**config.mk**
```make
export PLATFORM = sky130hd
export DESIGN_NAME = dma_addr_engine
export DESIGN_NICKNAME = d
export VERILOG_FILES = /design/src/rtl/dma_eng_pkg.sv /design/src/rtl/dma_chan_regs.sv /design/src/rtl/dma_phys_map.sv /design/src/rtl/dma_addr_engine.sv
export SDC_FILE = /design/constraint.sdc
export NUM_CORES = 1
export LEC_CHECK = 0
export BUFFER_PORTS_ARGS = -buffer_cell sky130_fd_sc_hd__buf_4
export CAP_MARGIN = 20
export CORE_MARGIN = 2
export CORE_UTILIZATION = 25
export CTS_CLUSTER_DIAMETER = 30
export DETAILED_ROUTE_END_ITERATION = 7
export MAX_ROUTING_LAYER = met4
export RECOVER_POWER = 25
export SLEW_MARGIN = 10
export SYNTH_ARGS = -nofsm -noshare
export SYNTH_HDL_FRONTEND = slang
export SYNTH_SLANG_ARGS = --single-unit
```
**constraint.sdc**
```tcl
create_clock -name clk -period 2.5 [get_ports clk]
set_input_delay 0.125 -clock clk [delete_from_list [all_inputs] [get_ports clk]]
set_output_delay 0.125 -clock clk [all_outputs]
set_load 0.005 [all_outputs]
```
**src/rtl/dma_eng_pkg.sv**
```systemverilog
package dma_eng_pkg;

  typedef struct packed {
    logic reload;
    logic down;
  } xfer_mode_t;

  function automatic logic [15:0] next_addr16(input logic [15:0] a, input logic down);
    next_addr16 = down ? (a - 16'd1) : (a + 16'd1);
  endfunction

endpackage

```
**src/rtl/dma_chan_regs.sv**
```systemverilog
module dma_chan_regs
  import dma_eng_pkg::*;
#(
  parameter int ADDR_W = 16
) (
  input  logic              clk,
  input  logic              rst,
  input  logic              addr_we,
  input  logic              cnt_we,
  input  logic [ADDR_W-1:0] wdata,
  input  xfer_mode_t        mode,
  input  logic              step,
  output logic [ADDR_W-1:0] cur_addr,
  output logic [ADDR_W-1:0] cur_cnt,
  output logic              tc_hit
);

  logic [ADDR_W-1:0] base_addr_q;
  logic [ADDR_W-1:0] base_cnt_q;
  logic [ADDR_W-1:0] addr_q;
  logic [ADDR_W-1:0] cnt_q;

  assign tc_hit = step && (cnt_q == '0);

  always_ff @(posedge clk) begin
    if (rst) begin
      base_addr_q <= '0;
      addr_q      <= '0;
    end else if (addr_we) begin
      base_addr_q <= wdata;
      addr_q      <= wdata;
    end else if (step) begin
      if (tc_hit && mode.reload) begin
        addr_q <= base_addr_q;
      end else begin
        addr_q <= mode.down ? (addr_q - 1'b1) : (addr_q + 1'b1);
      end
    end
  end

  always_ff @(posedge clk) begin
    if (rst) begin
      base_cnt_q <= '0;
      cnt_q      <= '0;
    end else if (cnt_we) begin
      base_cnt_q <= wdata;
      cnt_q      <= wdata;
    end else if (step) begin
      if (tc_hit && mode.reload) begin
        cnt_q <= base_cnt_q;
      end else begin
        cnt_q <= cnt_q - 1'b1;
      end
    end
  end

  assign cur_addr = addr_q;
  assign cur_cnt  = cnt_q;

endmodule

```
**src/rtl/dma_phys_map.sv**
```systemverilog
module dma_phys_map #(
  parameter int ADDR_W    = 16,
  parameter int PAGE_W    = 8,
  parameter bit WORD_CHAN = 1'b0,
  localparam int PHYS_W   = ADDR_W + PAGE_W
) (
  input  logic [PAGE_W-1:0] page,
  input  logic [ADDR_W-1:0] addr,
  output logic [PHYS_W-1:0] phys,
  output logic [1:0]        lanes
);

  generate
    if (WORD_CHAN) begin : g_word
      assign phys  = {page[PAGE_W-1:1], addr, 1'b0};
      assign lanes = 2'b11;
    end else begin : g_byte
      assign phys  = {page, addr};
      assign lanes = addr[0] ? 2'b10 : 2'b01;
    end
  endgenerate

endmodule

```
**src/rtl/dma_addr_engine.sv**
```systemverilog
module dma_addr_engine
  import dma_eng_pkg::*;
#(
  parameter int ADDR_W    = 16,
  parameter int PAGE_W    = 8,
  parameter bit WORD_CHAN = 1'b0,
  localparam int PHYS_W   = ADDR_W + PAGE_W
) (
  input  logic              clk,
  input  logic              rst,
  input  logic              addr_we,
  input  logic              cnt_we,
  input  logic [ADDR_W-1:0] reg_wdata,
  input  logic              page_we,
  input  logic [PAGE_W-1:0] page_wdata,
  input  logic              autoinit,
  input  logic              addr_down,
  input  logic              unmask,
  input  logic              xfer_ack,
  output logic [PHYS_W-1:0] phys_addr,
  output logic [1:0]        byte_en,
  output logic              addr_vld,
  output logic              tc,
  output logic              masked,
  output logic [ADDR_W-1:0] cur_addr,
  output logic [ADDR_W-1:0] cur_cnt
);

  xfer_mode_t        mode;
  logic              step;
  logic              tc_hit;
  logic [PAGE_W-1:0] page_q;
  logic              mask_q;
  logic [PHYS_W-1:0] phys_c;
  logic [1:0]        lanes_c;

  assign mode.reload = autoinit;
  assign mode.down   = addr_down;
  assign step        = xfer_ack && !mask_q;

  dma_chan_regs #(.ADDR_W(ADDR_W)) u_regs (
    .clk      (clk),
    .rst      (rst),
    .addr_we  (addr_we),
    .cnt_we   (cnt_we),
    .wdata    (reg_wdata),
    .mode     (mode),
    .step     (step),
    .cur_addr (cur_addr),
    .cur_cnt  (cur_cnt),
    .tc_hit   (tc_hit)
  );

  dma_phys_map #(
    .ADDR_W    (ADDR_W),
    .PAGE_W    (PAGE_W),
    .WORD_CHAN (WORD_CHAN)
  ) u_map (
    .page  (page_q),
    .addr  (cur_addr),
    .phys  (phys_c),
    .lanes (lanes_c)
  );

  always_ff @(posedge clk) begin
    if (rst) begin
      page_q <= '0;
    end else if (page_we) begin
      page_q <= page_wdata;
    end
  end

  // terminal count masking wins over an unmask in the same cycle
  always_ff @(posedge clk) begin
    if (rst) begin
      mask_q <= 1'b1;
    end else if (tc_hit && !autoinit) begin
      mask_q <= 1'b1;
    end else if (unmask) begin
      mask_q <= 1'b0;
    end
  end

  always_ff @(posedge clk) begin
    if (rst) begin
      phys_addr <= '0;
      byte_en   <= '0;
      addr_vld  <= 1'b0;
      tc        <= 1'b0;
    end else begin
      addr_vld <= step;
      tc       <= tc_hit;
      if (step) begin
        phys_addr <= phys_c;
        byte_en   <= lanes_c;
      end
    end
  end

  assign masked = mask_q;

endmodule

```
# Word level (Yosys, flattened, before mapping)
# Cells that the tools add are included.
classes:
  add_sub_neg: 3
  n_mux: 8
  reduce_logical: 10
op_table:
  columns: ["op", "count"]
  rows:
  - ["$mux W16", 7]
  - ["$sub A16 B1 Y16 const B", 2]
  - ["$add A16 B1 Y16 const B", 1]
  - ["$logic_not A16 Y1", 1]
  - ["$logic_and A1 B1 Y1", 4]
  - ["$reduce_bool A2 Y1", 2]
  - ["$logic_not A1 Y1", 2]
  - ["$mux W2", 1]
  - ["$reduce_or A2 Y1", 1]
totals:
  ff_bits: 101
  wordCells: 31

# Longest topological paths before layout
depth:
  ltp_word: 7
  ltp_mapped: 10
  mapped_depth_nobuf: 9

# By module
# Synthesis repeated with hierarchy kept, for this count alone.
unflattened:
  hier_cells: 641
  area_unflattened_um2: 5561.6
modules_own_cells:
  columns: ["module", "instances", "cells_per_inst", "area_each_um2", "seq_area_each_um2"]
  rows:
  - ["dma_chan_regs", 1, 464, 3734.8, 1281.2]
  - ["dma_addr_engine", 1, 151, 1635.3, 740.7]
  - ["dma_phys_map", 1, 26, 191.4, 0.0]

# Worst setup path before layout
# No wires, ideal clock.
synth_timing:
  path_kind: "flip-flop to flip-flop"
  from: "reg u_regs.cnt_q[5], in the netlist u_regs.cur_cnt[5]"
  to: "reg u_regs.cnt_q[3], in the netlist u_regs.cur_cnt[3]"
  setup_time_ns: 0.067
  t_arrival_ns: 2.156
  required_time_ns: 2.433
  slack_ns: 0.277
  stages_incl_launch_ff: 9
  path_buffers: 2
  synth_period_minus_slack_ns: 2.223
  path_cell_list: "dfxtp_1 or4_4 nor4b_4 and3_4 buf_12 buf_12 nand2_1 a211o_1 a21oi_2"
synth_via:
  elab_chain_len: 6
synth_rtl:
  columns: ["item", "line", "rtl"]
  rows:
  - ["start: declaration", "dma_chan_regs.sv:21", "logic [ADDR_W-1:0] cnt_q;"]
  - ["start signal: assignment", "dma_chan_regs.sv:47", "cnt_q <= wdata;"]
  - ["start signal: assignment", "dma_chan_regs.sv:50", "cnt_q <= base_cnt_q;"]
  - ["start signal: assignment", "dma_chan_regs.sv:52", "cnt_q <= cnt_q - 1'b1;"]
  - ["$logic_not A16 Y1", "dma_chan_regs.sv:23", "assign tc_hit = step && (cnt_q == '0);"]
  - ["$logic_and A1 B1 Y1", "dma_chan_regs.sv:23", null]
  - ["$logic_and A1 B1 Y1", "dma_chan_regs.sv:49", "if (tc_hit && mode.reload) begin"]
  - ["$mux W16", "dma_chan_regs.sv:49", null]
  - ["$mux W16", "dma_chan_regs.sv:48", "end else if (step) begin"]
  - ["$mux W16", "dma_chan_regs.sv:45", "end else if (cnt_we) begin"]
# No other way between the ends. The select of a mux whose other input is x is not followed.
# A chain may end at the register's enable or synchronous reset.

# Worst setup path in the final report
layout_timing:
  from: "reg u_regs.addr_q[7], in the netlist u_regs.cur_addr[7]"
  to: "reg u_regs.addr_q[15], in the netlist u_regs.cur_addr[15]"
layout_via:
  elab_chain_len: 5
layout_rtl:
  columns: ["item", "line", "rtl"]
  rows:
  - ["start: declaration", "dma_chan_regs.sv:20", "logic [ADDR_W-1:0] addr_q;"]
  - ["start signal: assignment", "dma_chan_regs.sv:31", "addr_q <= wdata;"]
  - ["start signal: assignment", "dma_chan_regs.sv:34", "addr_q <= base_addr_q;"]
  - ["start signal: assignment", "dma_chan_regs.sv:36", "addr_q <= mode.down ? (addr_q - 1'b1) : (addr_q + 1'b1);"]
  - ["$add A16 B1 Y16 or $sub A16 B1 Y16 (tied branches)", "dma_chan_regs.sv:36", null]
  - ["$mux W16 *", "dma_chan_regs.sv:36", null]
  - ["$mux W16 *", "dma_chan_regs.sv:33", "if (tc_hit && mode.reload) begin"]
  - ["$mux W16 *", "dma_chan_regs.sv:32", "end else if (step) begin"]
  - ["$mux W16 *", "dma_chan_regs.sv:29", "end else if (addr_we) begin"]
# Every way passes the cells marked *; elsewhere a longest branch is shown, timed or not. The select of a mux whose other input is x is not followed.

==> impl_metrics.env <==
export IMPL_status="complete, no violations"
export IMPL_synth_area_um2=4925
export IMPL_num_vias=4653
export IMPL_dr_pass1_iters=4
export IMPL_yosys_register_bits=100
export IMPL_crit_chain="ha_1 > nand4_1 > nor3_1 > nor3_2 > o31ai_2 > o221ai_1 > xnor2_1 > a221oi_1"
export IMPL_rsz0062_at_grt="false"
export IMPL_die_h_um=144.4
export IMPL_path_max_fanout=7
export IMPL_dp_hpwl_um=9992
export IMPL_period_share_pct=92.08
export IMPL_async_reset_ff_share_pct=0
export IMPL_place_area_um2=5933
export IMPL_fin_util_pct=32.48
export IMPL_synth_top_area_cell="dfxtp_1"
export IMPL_layout_drive_gt1_share_pct=20.66
export IMPL_max_freq_mhz=434.4
export IMPL_slowest_delay_ns=0.41
export IMPL_min_period_ns=2.302
export IMPL_synth_most_common_cell="dfxtp_1"
export IMPL_antenna_found_initial=0
export IMPL_holdCritPathClass="in2reg"
export IMPL_hold_worst_slack_ns=0.01120
export IMPL_diodes=0
export IMPL_synth_area_leaders="dfxtp_1, a21oi_1, nand2_1"
export IMPL_maxSlewViolCount=0
export IMPL_final_setup_tns_ns=0
export IMPL_clk_latency_ns=0.36
export IMPL_coreArea_um2=19400
export IMPL_synth_common_cells="dfxtp_1, nand2_1, a21oi_1, nor2_1, clkbuf_1"
export IMPL_portBuffers=93
export IMPL_htree_levels=3
export IMPL_syn_inst=606
export IMPL_synth_edf_count=0
export IMPL_cp_top_family="compound AO/OA/AOI/OAI gates"
export IMPL_power_leakage_nw=2.540
export IMPL_fin_nets=747
export IMPL_place_congestion=0.8416
export IMPL_clk_pin_slew_worst_paths_ns=0.07
export IMPL_cts_buffers=9
export IMPL_cts_sinks=100
export IMPL_end_kind="flop"
export IMPL_worstSetupPathType="reg2reg"
export IMPL_ir_worst_vdd_mv=0.3471
export IMPL_maxSlewHeadroom_pct=52.06
export IMPL_post_drt_via_cell_ratio=4.812
export IMPL_synth_fp_nets=656
export IMPL_worstPathRequired_ns=2.77
export IMPL_crit_path_start_kind="flop"
export IMPL_setup_violations_final=0
export IMPL_cts_tree="built"
export IMPL_ys_warnings_count=0
export IMPL_die_area_um2=20840
export IMPL_synth_top_area_share_pct=40.65
export IMPL_clockBufferDepth=2
export IMPL_p_per_area_nw_per_um2=610.9
export IMPL_design_area_um2=6301
export IMPL_io_pins=94
export IMPL_synth_cell_type_count=57
export IMPL_cp_arrival_ns=2.57
export IMPL_finalClockSkew_ns=0.005918
export IMPL_fillers=2093
export IMPL_grt_usage_pct=14.34
export IMPL_grt_max_degree=64
export IMPL_critPathBufInv=0
export IMPL_row_count=51
export IMPL_wl_per_cell_um=15.22
export IMPL_critPathSlowestCell="ha_1"
export IMPL_drtIter0Drc=430
export IMPL_drcViolationCount=0
export IMPL_area_delta_synth_final_pct=27.95
export IMPL_synth_ff_type="dfxtp_1"
export IMPL_avgSynthCellArea_um2=8.127
export IMPL_cts_root_buf="clkbuf_16"
export IMPL_drv_cap=0
export IMPL_start_util_pct=25.39
export IMPL_die_w_um=144.4
export IMPL_antenna_left=0
export IMPL_drt_total_wl_um=14720
export IMPL_grt_overflow=0
export IMPL_grt_pass1_vias=4231
export IMPL_grt_pass1_wl_um=22560
export IMPL_yosysSeqAreaShare_pct=40.65
export IMPL_final_hold_violation_count=0
export IMPL_tightest_slew_ns=0.7191
## per-layer routing
| layer | track usage, % | vias up | share of wire [%] |
|---|---|---|---|
| met4 | 5.263 | 0 | 1.5 |
| met2 | 21.63 | 99 | 47 |
| met3 | 2.649 | 14 | 4.2 |
| li1 | - | 2349 | - |
| met5 | - | - | 0 |
| met1 | 19.19 | 2191 | 47 |
## tightest hold or removal path: cells and delay by family
kind,cells,cell delay [ns]
buffers and inverters,1,0.08
and+or+nand+nor,1,0.07
muxes,1,0.05
## path summary, 6_finish.rpt
check                     startpoint             endpoint  slack, ns  cells past startpoint
setup / recovery  u_regs.cur_addr[7]  u_regs.cur_addr[15]       0.20                      8
hold reg to reg            page_q[2]        phys_addr[18]       0.45                      2
setup reg to reg  u_regs.cur_addr[7]  u_regs.cur_addr[15]       0.20                      8
hold / removal         page_wdata[1]            page_q[1]       0.01                      3
## sequential cells by signal (all words and copies together), names as in the netlist
name                cells
masked                  1
u_regs.base_cnt_q      16
tc                      1
byte_en                 1
u_regs.cur_cnt         16
u_regs.base_addr_q     16
addr_vld                1
phys_addr              24
page_q                  8
u_regs.cur_addr        16
## cells in the final DEF (no fill, tap or decap), types with 13 or more instances in the layout
master    count
dfxtp_1     100
nand2_1      98
buf_4        98
a21oi_1      75
nor2_1       65
mux2i_1      23
o21ai_0      21
ha_1         16
clkbuf_4     14
a31oi_1      13
## cells by family after synthesis
family,count (synthesis),synth area share [%]
compound gates,176,22.26
xor+xnor,13,2.312
fa+ha+maj,17,4.472
buf+inv,53,5.081
flops,100,40.65
mux,23,4.675
simple gates,224,20.55
## through the flow
| step | instances | worst slack [ns] | power [mW] |
|---|---|---|---|
| detailed placement | 944 | 0.06212 | 2.496 |
| floorplan | 606 | 0.2766 | 2.211 |
| finish | 967 | 0.1981 | 3.850 |
| CTS | 967 | 0.04022 | 3.889 |
| global placement | 944 | 0.1277 | 2.491 |
| global route | 967 | 0.0008602 | 4.041 |
## what timing repair did
item                                    in CTS  in global routing
endpoints found under the hold margin        7                  0
buffers inserted                             0                  0
endpoints found under the setup margin       0                  4
gates resized for setup                      0                  4
hold buffers                                 7                  0
## final cells by class
| cell class | count | area [um^2] | area share (%) |
|---|---|---|---|
| multi-input combinational | 453 | 2703 | 42.89 |
| clock buffer | 9 | 225.2 | 3.574 |
| tap | 265 | 331.6 | 5.262 |
| clock inverter | 7 | 60.06 | 0.9531 |
| sequential | 100 | 2002 | 31.77 |
| timing repair buffer | 122 | 938.4 | 14.89 |
| inverter | 11 | 41.29 | 0.6553 |
## report_power, final
| part | switching, mW | total, mW | leakage (nW) | internal (mW) |
|---|---|---|---|---|
| clock network | 0.683 | 1.37 | 0.142 | 0.692 |
| registers | 0.0738 | 1.75 | 0.822 | 1.68 |
| logic | 0.391 | 0.724 | 1.58 | 0.333 |
| total | 1.15 | 3.85 | 2.54 | 2.70 |
No activity file was read; power rests on OpenSTA's default activity.
